File: src/rtl/tcc_pkg.sv
package tcc_pkg;

    localparam int BUS_W  = 8;
    localparam int ADDR_W = 4;
    localparam int REG_W  = 16;
    localparam int NCH    = 2;

    typedef enum logic [ADDR_W-1:0] {
        A_CTRL    = 4'd0,
        A_MODE    = 4'd1,
        A_STAT    = 4'd2,
        A_CNT_LO  = 4'd3,
        A_CNT_HI  = 4'd4,
        A_CAP1_LO = 4'd5,
        A_CAP1_HI = 4'd6,
        A_CAP2_LO = 4'd7,
        A_CAP2_HI = 4'd8,
        A_CMP1_LO = 4'd9,
        A_CMP1_HI = 4'd10,
        A_CMP2_LO = 4'd11,
        A_CMP2_HI = 4'd12
    } reg_addr_e;

    // control byte, MSB first
    typedef struct packed {
        logic ie_ovf;
        logic ie_cmp;
        logic ie_cap;
        logic force2;
        logic force1;
        logic edge1;
        logic lvl2;
        logic lvl1;
    } ctrl_t;

    typedef struct packed {
        logic [3:0] spare;
        logic       edge2;
        logic       pulse;
        logic       oe2;
        logic       oe1;
    } mode_t;

    typedef struct packed {
        logic [2:0] spare;
        logic       ovf;
        logic       cmp2;
        logic       cmp1;
        logic       cap2;
        logic       cap1;
    } stat_t;

    function automatic logic [BUS_W-1:0] pick_byte(input logic [REG_W-1:0] v,
                                                   input logic hi);
        return hi ? v[REG_W-1:BUS_W] : v[BUS_W-1:0];
    endfunction

endpackage

File: src/rtl/tcc_counter.sv
module tcc_counter #(
    parameter int CNT_W = 16
) (
    input  logic             clk,
    input  logic             rst,
    output logic [CNT_W-1:0] cnt_o,
    output logic             wrap_o
);
    localparam logic [CNT_W-1:0] TOP = '1;

    always_ff @(posedge clk) begin
        if (rst) cnt_o <= '0;
        else     cnt_o <= cnt_o + 1'b1;
    end

    // high while the next edge rolls the counter to zero
    assign wrap_o = (cnt_o == TOP);
endmodule

File: src/rtl/tcc_capture_ch.sv
module tcc_capture_ch
    import tcc_pkg::*;
#(
    parameter int CNT_W       = 16,
    parameter int SYNC_STAGES = 2
) (
    input  logic             clk,
    input  logic             rst,
    input  logic             pin_i,
    input  logic             rise_sel_i,
    input  logic [CNT_W-1:0] cnt_i,
    output logic [REG_W-1:0] value_o,
    output logic             hit_o
);
    logic [SYNC_STAGES-1:0] sync_q;
    logic                   last_q;
    logic                   cur;
    logic [REG_W-1:0]       cnt_wide;

    assign cur = sync_q[SYNC_STAGES-1];

    always_ff @(posedge clk) begin
        if (rst) begin
            sync_q <= '0;
            last_q <= 1'b0;
        end else begin
            sync_q <= (sync_q << 1) | SYNC_STAGES'(pin_i);
            last_q <= cur;
        end
    end

    always_comb begin
        if (rise_sel_i) hit_o = cur & ~last_q;
        else            hit_o = ~cur & last_q;
    end

    always_comb begin
        cnt_wide = '0;
        cnt_wide[CNT_W-1:0] = cnt_i;
    end

    always_ff @(posedge clk) begin
        if (rst)        value_o <= '0;
        else if (hit_o) value_o <= cnt_wide;
    end
endmodule

File: src/rtl/tcc_compare_ch.sv
module tcc_compare_ch
    import tcc_pkg::*;
#(
    parameter int CNT_W = 16
) (
    input  logic             clk,
    input  logic             rst,
    input  logic [CNT_W-1:0] cnt_i,
    input  logic             wr_lo_i,
    input  logic             wr_hi_i,
    input  logic [BUS_W-1:0] wdata_i,
    input  logic             oe_i,
    input  logic             match_lvl_i,
    input  logic             force_i,
    input  logic             force_lvl_i,
    output logic [REG_W-1:0] value_o,
    output logic             hit_o,
    output logic             pin_o
);
    logic pin_q;

    always_ff @(posedge clk) begin
        if (rst) begin
            value_o <= '1;
        end else begin
            if (wr_lo_i) value_o[BUS_W-1:0]     <= wdata_i;
            if (wr_hi_i) value_o[REG_W-1:BUS_W] <= wdata_i;
        end
    end

    assign hit_o = (cnt_i == value_o[CNT_W-1:0]);

    // a force in the same cycle as a match takes precedence
    always_ff @(posedge clk) begin
        if (rst)                  pin_q <= 1'b0;
        else if (oe_i && force_i) pin_q <= force_lvl_i;
        else if (oe_i && hit_o)   pin_q <= match_lvl_i;
    end

    assign pin_o = oe_i & pin_q;
endmodule

File: src/rtl/tcc_top.sv
module tcc_top
    import tcc_pkg::*;
#(
    parameter int CNT_W       = 16,
    parameter int SYNC_STAGES = 2
) (
    input  logic              clk,
    input  logic              rst,
    input  logic [ADDR_W-1:0] bus_addr,
    input  logic              bus_wr,
    input  logic [BUS_W-1:0]  bus_wdata,
    output logic [BUS_W-1:0]  bus_rdata,
    input  logic [NCH-1:0]    cap_in,
    output logic [NCH-1:0]    cmp_out,
    output logic              irq
);
    localparam int NREG = 2 ** ADDR_W;

    logic [CNT_W-1:0] cnt_q;
    logic             wrap;
    logic [REG_W-1:0] cnt_wide;
    logic [NREG-1:0]  wr_sel;
    ctrl_t            ctrl_q;
    ctrl_t            wr_ctrl;
    mode_t            mode_q;
    stat_t            stat_q;
    stat_t            stat_d;

    logic [REG_W-1:0] cap_val [NCH];
    logic [NCH-1:0]   cap_hit;
    logic [NCH-1:0]   cap_rise;
    logic [REG_W-1:0] cmp_val [NCH];
    logic [NCH-1:0]   cmp_hit;
    logic [NCH-1:0]   cmp_wr_lo;
    logic [NCH-1:0]   cmp_wr_hi;
    logic [NCH-1:0]   cmp_oe;
    logic [NCH-1:0]   cmp_mlvl;
    logic [NCH-1:0]   cmp_force;
    logic [NCH-1:0]   cmp_flvl;

    tcc_counter #(.CNT_W(CNT_W)) u_cnt (
        .clk    (clk),
        .rst    (rst),
        .cnt_o  (cnt_q),
        .wrap_o (wrap)
    );

    always_comb begin
        cnt_wide = '0;
        cnt_wide[CNT_W-1:0] = cnt_q;
    end

    always_comb begin
        wr_sel = '0;
        if (bus_wr) wr_sel[bus_addr] = 1'b1;
    end

    assign wr_ctrl = ctrl_t'(bus_wdata);

    always_ff @(posedge clk) begin
        if (rst) begin
            ctrl_q <= '0;
            mode_q <= '0;
        end else begin
            if (wr_sel[A_CTRL]) begin
                ctrl_q        <= wr_ctrl;
                ctrl_q.force1 <= 1'b0;
                ctrl_q.force2 <= 1'b0;
            end
            if (wr_sel[A_MODE]) begin
                mode_q       <= mode_t'(bus_wdata);
                mode_q.spare <= '0;
            end
        end
    end

    // per-channel hookup; pulse mode moves level 2 onto pin 1
    always_comb begin
        cap_rise  = {mode_q.edge2, ctrl_q.edge1};
        cmp_wr_lo = {wr_sel[A_CMP2_LO], wr_sel[A_CMP1_LO]};
        cmp_wr_hi = {wr_sel[A_CMP2_HI], wr_sel[A_CMP1_HI]};
        cmp_oe    = {mode_q.oe2, mode_q.oe1};
        cmp_force = {wr_sel[A_CTRL] & wr_ctrl.force2,
                     wr_sel[A_CTRL] & wr_ctrl.force1};
        cmp_mlvl  = {ctrl_q.lvl2,  mode_q.pulse ? ctrl_q.lvl2  : ctrl_q.lvl1};
        cmp_flvl  = {wr_ctrl.lvl2, mode_q.pulse ? wr_ctrl.lvl2 : wr_ctrl.lvl1};
    end

    for (genvar i = 0; i < NCH; i++) begin : g_ch
        tcc_capture_ch #(
            .CNT_W       (CNT_W),
            .SYNC_STAGES (SYNC_STAGES)
        ) u_cap (
            .clk        (clk),
            .rst        (rst),
            .pin_i      (cap_in[i]),
            .rise_sel_i (cap_rise[i]),
            .cnt_i      (cnt_q),
            .value_o    (cap_val[i]),
            .hit_o      (cap_hit[i])
        );

        tcc_compare_ch #(.CNT_W(CNT_W)) u_cmp (
            .clk         (clk),
            .rst         (rst),
            .cnt_i       (cnt_q),
            .wr_lo_i     (cmp_wr_lo[i]),
            .wr_hi_i     (cmp_wr_hi[i]),
            .wdata_i     (bus_wdata),
            .oe_i        (cmp_oe[i]),
            .match_lvl_i (cmp_mlvl[i]),
            .force_i     (cmp_force[i]),
            .force_lvl_i (cmp_flvl[i]),
            .value_o     (cmp_val[i]),
            .hit_o       (cmp_hit[i]),
            .pin_o       (cmp_out[i])
        );
    end

    // write-one-to-clear, new events win over the clear
    always_comb begin
        stat_d = stat_q;
        if (wr_sel[A_STAT]) stat_d = stat_q & ~stat_t'(bus_wdata);
        stat_d.cap1  = stat_d.cap1 | cap_hit[0];
        stat_d.cap2  = stat_d.cap2 | cap_hit[1];
        stat_d.cmp1  = stat_d.cmp1 | cmp_hit[0];
        stat_d.cmp2  = stat_d.cmp2 | cmp_hit[1];
        stat_d.ovf   = stat_d.ovf  | wrap;
        stat_d.spare = '0;
    end

    always_ff @(posedge clk) begin
        if (rst) stat_q <= '0;
        else     stat_q <= stat_d;
    end

    assign irq = (ctrl_q.ie_cap & (stat_q.cap1 | stat_q.cap2))
               | (ctrl_q.ie_cmp & (stat_q.cmp1 | stat_q.cmp2))
               | (ctrl_q.ie_ovf & stat_q.ovf);

    always_comb begin
        case (bus_addr)
            A_CTRL:    bus_rdata = ctrl_q;
            A_MODE:    bus_rdata = mode_q;
            A_STAT:    bus_rdata = stat_q;
            A_CNT_LO:  bus_rdata = pick_byte(cnt_wide, 1'b0);
            A_CNT_HI:  bus_rdata = pick_byte(cnt_wide, 1'b1);
            A_CAP1_LO: bus_rdata = pick_byte(cap_val[0], 1'b0);
            A_CAP1_HI: bus_rdata = pick_byte(cap_val[0], 1'b1);
            A_CAP2_LO: bus_rdata = pick_byte(cap_val[1], 1'b0);
            A_CAP2_HI: bus_rdata = pick_byte(cap_val[1], 1'b1);
            A_CMP1_LO: bus_rdata = pick_byte(cmp_val[0], 1'b0);
            A_CMP1_HI: bus_rdata = pick_byte(cmp_val[0], 1'b1);
            A_CMP2_LO: bus_rdata = pick_byte(cmp_val[1], 1'b0);
            A_CMP2_HI: bus_rdata = pick_byte(cmp_val[1], 1'b1);
            default:   bus_rdata = '0;
        endcase
    end
endmodule

File: config.mk
export PLATFORM = sky130hd
export DESIGN_NAME = tcc_top
export DESIGN_NICKNAME = d
export VERILOG_FILES = /design/src/rtl/tcc_pkg.sv /design/src/rtl/tcc_counter.sv /design/src/rtl/tcc_capture_ch.sv /design/src/rtl/tcc_compare_ch.sv /design/src/rtl/tcc_top.sv
export SDC_FILE = /design/constraint.sdc
export NUM_CORES = 1
export LEC_CHECK = 0
export BUFFER_PORTS_ARGS = -buffer_cell sky130_fd_sc_hd__buf_4
export CAP_MARGIN = 20
export CELL_PAD_IN_SITES_DETAIL_PLACEMENT = 0
export CELL_PAD_IN_SITES_GLOBAL_PLACEMENT = 1
export CORE_AREA = 2 2 106 108
export CTS_CLUSTER_SIZE = 10
export DETAILED_ROUTE_END_ITERATION = 8
export DIE_AREA = 0 0 108 110
export PLACE_DENSITY_LB_ADDON = 0.1
export SYNTH_ARGS = -nofsm -noshare
export SYNTH_HDL_FRONTEND = slang
export SYNTH_SLANG_ARGS = --single-unit
File: constraint.sdc
create_clock -name clk -period 2.7 [get_ports clk]
set_input_delay 0.27 -clock clk [delete_from_list [all_inputs] [get_ports clk]]
set_output_delay 0.27 -clock clk [all_outputs]
set_load 0.01 [all_outputs]
==> metrics <==
status=complete, no violations; final hold vios=0; dominant cell type by area after synthesis=dfxtp_1; Worst slew margin=0.430; largest net degree at the start of global routing=56; Die Wd=108 um; first-pass GRT wire length=~25000 um; initial DRC count=375; die area=around 0.012 mm2; top-area cell type share of the netlist area=0.395; reg2reg path depth=6; Place WS=about 0.46 ns; vias in the first global route=4203; Worst VDD drop=0.000448 V; register bit total from synthesis=103; P&R area growth vs syn=8.04%; reg2reg setup slack=0.61 ns; Core ar.=0.0107 mm2; total setup buffers inserted after CTS=0; # rows=38; Synth Area per Inst=8.62 um2; RSZ-0062 raised after global routing=false; Worst-Margin Slew=0.854 ns; max-cap viol count=0; CTS Hold Bufs=0; num ports=28; area post-placement=around 0.0054 mm2; Layout fillers=1045; # diodes=0; max-slew violation count=0; worst setup path endpoint=bus_rdata[2]; Fmax=443 MHz; total track usage=0.280; fin crit share=0.836; antenna violations before repair=0; Main synth FF type=dfxtp_1; Die Y=around 110 um; insertion delay to the later sink of the worst-skew pair=0.39 ns; crit path setup slack, layout=0.443 ns; DP HPWL=11500 um; clock sink total=103; Pwr Total=2.85 mW; DR vias=4364; Sum Neg Setup Slack=0 ns; gpl congestion=approximately 0.96; critical path capture point type=output port; Max clock buf depth=2; antenna viol nets, final=0; Worst Hold Slack=0.0885 ns; worst hold path class=in -> reg; R2R Path End=u_cnt.cnt_o[12]; DR DRC count=0; Sequential Area=0.00206 mm2; WL/cell=20.7 um; # nets final=624; Post-synth ARST share=0; Leak=2.22 nW; crit-path max FO=10; CTS-repair resized insts=0; Multi-input gate area=0.00286 mm2; critical path arrival=1.99 ns; WP data required=between 2 and 2.5 ns; CP Launch Point=u_cnt.cnt_o[2]; CTS buffer count=9; clock-pin slew on the worst setup and hold paths=around 0.1 ns; main area contributors after synthesis=dfxtp_1, mux2i_1, nand2_1; Starting Density=0.487; share of layout cells above drive strength 1=0.131; post-route cell area=0.00563 mm2; placed cells=735; worst reg2reg startpoint=u_cnt.cnt_o[1]; total wire length=roughly 16000 um; grt total ovfl=0; Cells after Synth=approximately 610; fin util=0.527; Synth cell types=between 50 and 60; final setup violation count=0; Port Buffers=27; Post-synth EDFFs=0; PwrDens=approximately 510 mW/mm2; drt pass-1 iters=7; H-tree Lvls=3; register area share after synthesis=0.395; crit path kind=reg -> out; clk_skew=0.00964 ns; via/cell ratio=~5.8; post-layout min period=2.26 ns; Min-Delay Startpoint=cap_in[1]; Startpoint Class=register; CTS tree=done; Final Non-Filler Cells=751; Yosys warnings=0; CTS root buf=clkbuf_8; mapped cell area=0.00521 mm2; syn nets=623
==> per-layer routing <==
layer  global-route usage  routed length (um)  vias to the layer above
li1                     -                   -                     2109
met1                0.386                7170                     2087
met2                0.423                6920                      132
met3               0.0547                 898                       36
met4                0.129                 568                        0
met5                    0                   0                        -
==> cell families after synthesis <==
family | Yosys count | share of synthesized area
adders and majority gates | 1 | 0.00240
and+or+nand+nor | 247 | 0.223
AOI/OAI and AO/OA | 87 | 0.113
buffers and inverters | 59 | 0.0566
xor gates and xnor gates | 41 | 0.0689
DFF | 103 | 0.395
muxes | 67 | 0.140
==> registers in the layout, indices dropped and copies added, names as in the netlist, 2 cells and up <==
register,cells
cap_rise,2
cmp_oe,2
ctrl_q,4
g_ch.u_cap.last_q,2
g_ch.u_cap.sync_q,4
g_ch.u_cap.value_o,32
g_ch.u_cmp.pin_q,2
g_ch.u_cmp.value_o,32
stat_q,5
u_cnt.cnt_o,16
==> cell type report <==
class,instances,area share
flip-flops and latches,103,0.366
inverters,8,0.00533
well taps,140,0.0311
multi-input cells,443,0.508
repair buffers,41,0.0546
clock buffers,11,0.0251
clock inverters,5,0.0100
==> synth_stat cells, drive strengths merged (4+ instances only) <==
cell type and instances:
nor2 73, xnor2 18, mux2i 55, clkbuf 18, buf 33, dfxtp 103, mux4 4, nor2b 11
a32oi 10, xor2 23, o221ai 5, nand3 34, nor3 12, a311oi 4, a21oi 26, nand4 10
nor4 5, nand2 83, o21ai 16, inv 8, a22oi 6, or3 4, mux2 8
==> worst max-delay path, cell delays in order (launching register included) <==
cell	delay, ns
dfxtp_1	0.51
mux4_2	0.54
a22oi_1	0.24
nand3_1	0.14
buf_4	0.17
==> power breakdown <==
part / total (mW) / internal, mW / leakage, nW / switching, mW
clock network: 0.990 / 0.455 / 0.0997 / 0.536
logic: 0.288 / 0.111 / 1.29 / 0.177
registers: 1.57 / 1.54 / 0.834 / 0.0293
total: 2.85 / 2.11 / 2.22 / 0.742
==> placed cells by master, fill, tap and decap left out, drive strengths merged, types with 5 or more instances in the layout <==
cell / synthesis / final
a21oi: 26 / 26
a22oi: 6 / 6
a32oi: 10 / 10
buf: 33 / 41
clkbuf: 18 / 11
dfxtp: 103 / 103
inv: 8 / 9
mux2: 8 / 8
mux2i: 55 / 55
nand2: 83 / 83
nand3: 34 / 34
nand4: 10 / 10
nor2: 73 / 73
nor2b: 11 / 11
nor3: 12 / 12
nor4: 5 / 5
o21ai: 16 / 16
o221ai: 5 / 5
xnor2: 18 / 18
xor2: 23 / 23
==> worst min path at each step <==
stage / end / depth (start not counted)
after floorplan: g_ch[0].u_cmp.value_o[2] / 2
after global placement: g_ch[0].u_cap.sync_q[1] / 1
after detailed placement: g_ch[1].u_cap.sync_q[1] / 1
after CTS: g_ch[1].u_cap.sync_q[0] / 2
after global routing: g_ch[0].u_cap.sync_q[0] / 2
final: g_ch[1].u_cap.sync_q[0] / 2
Note: power is estimated with default switching activity, not from simulation.
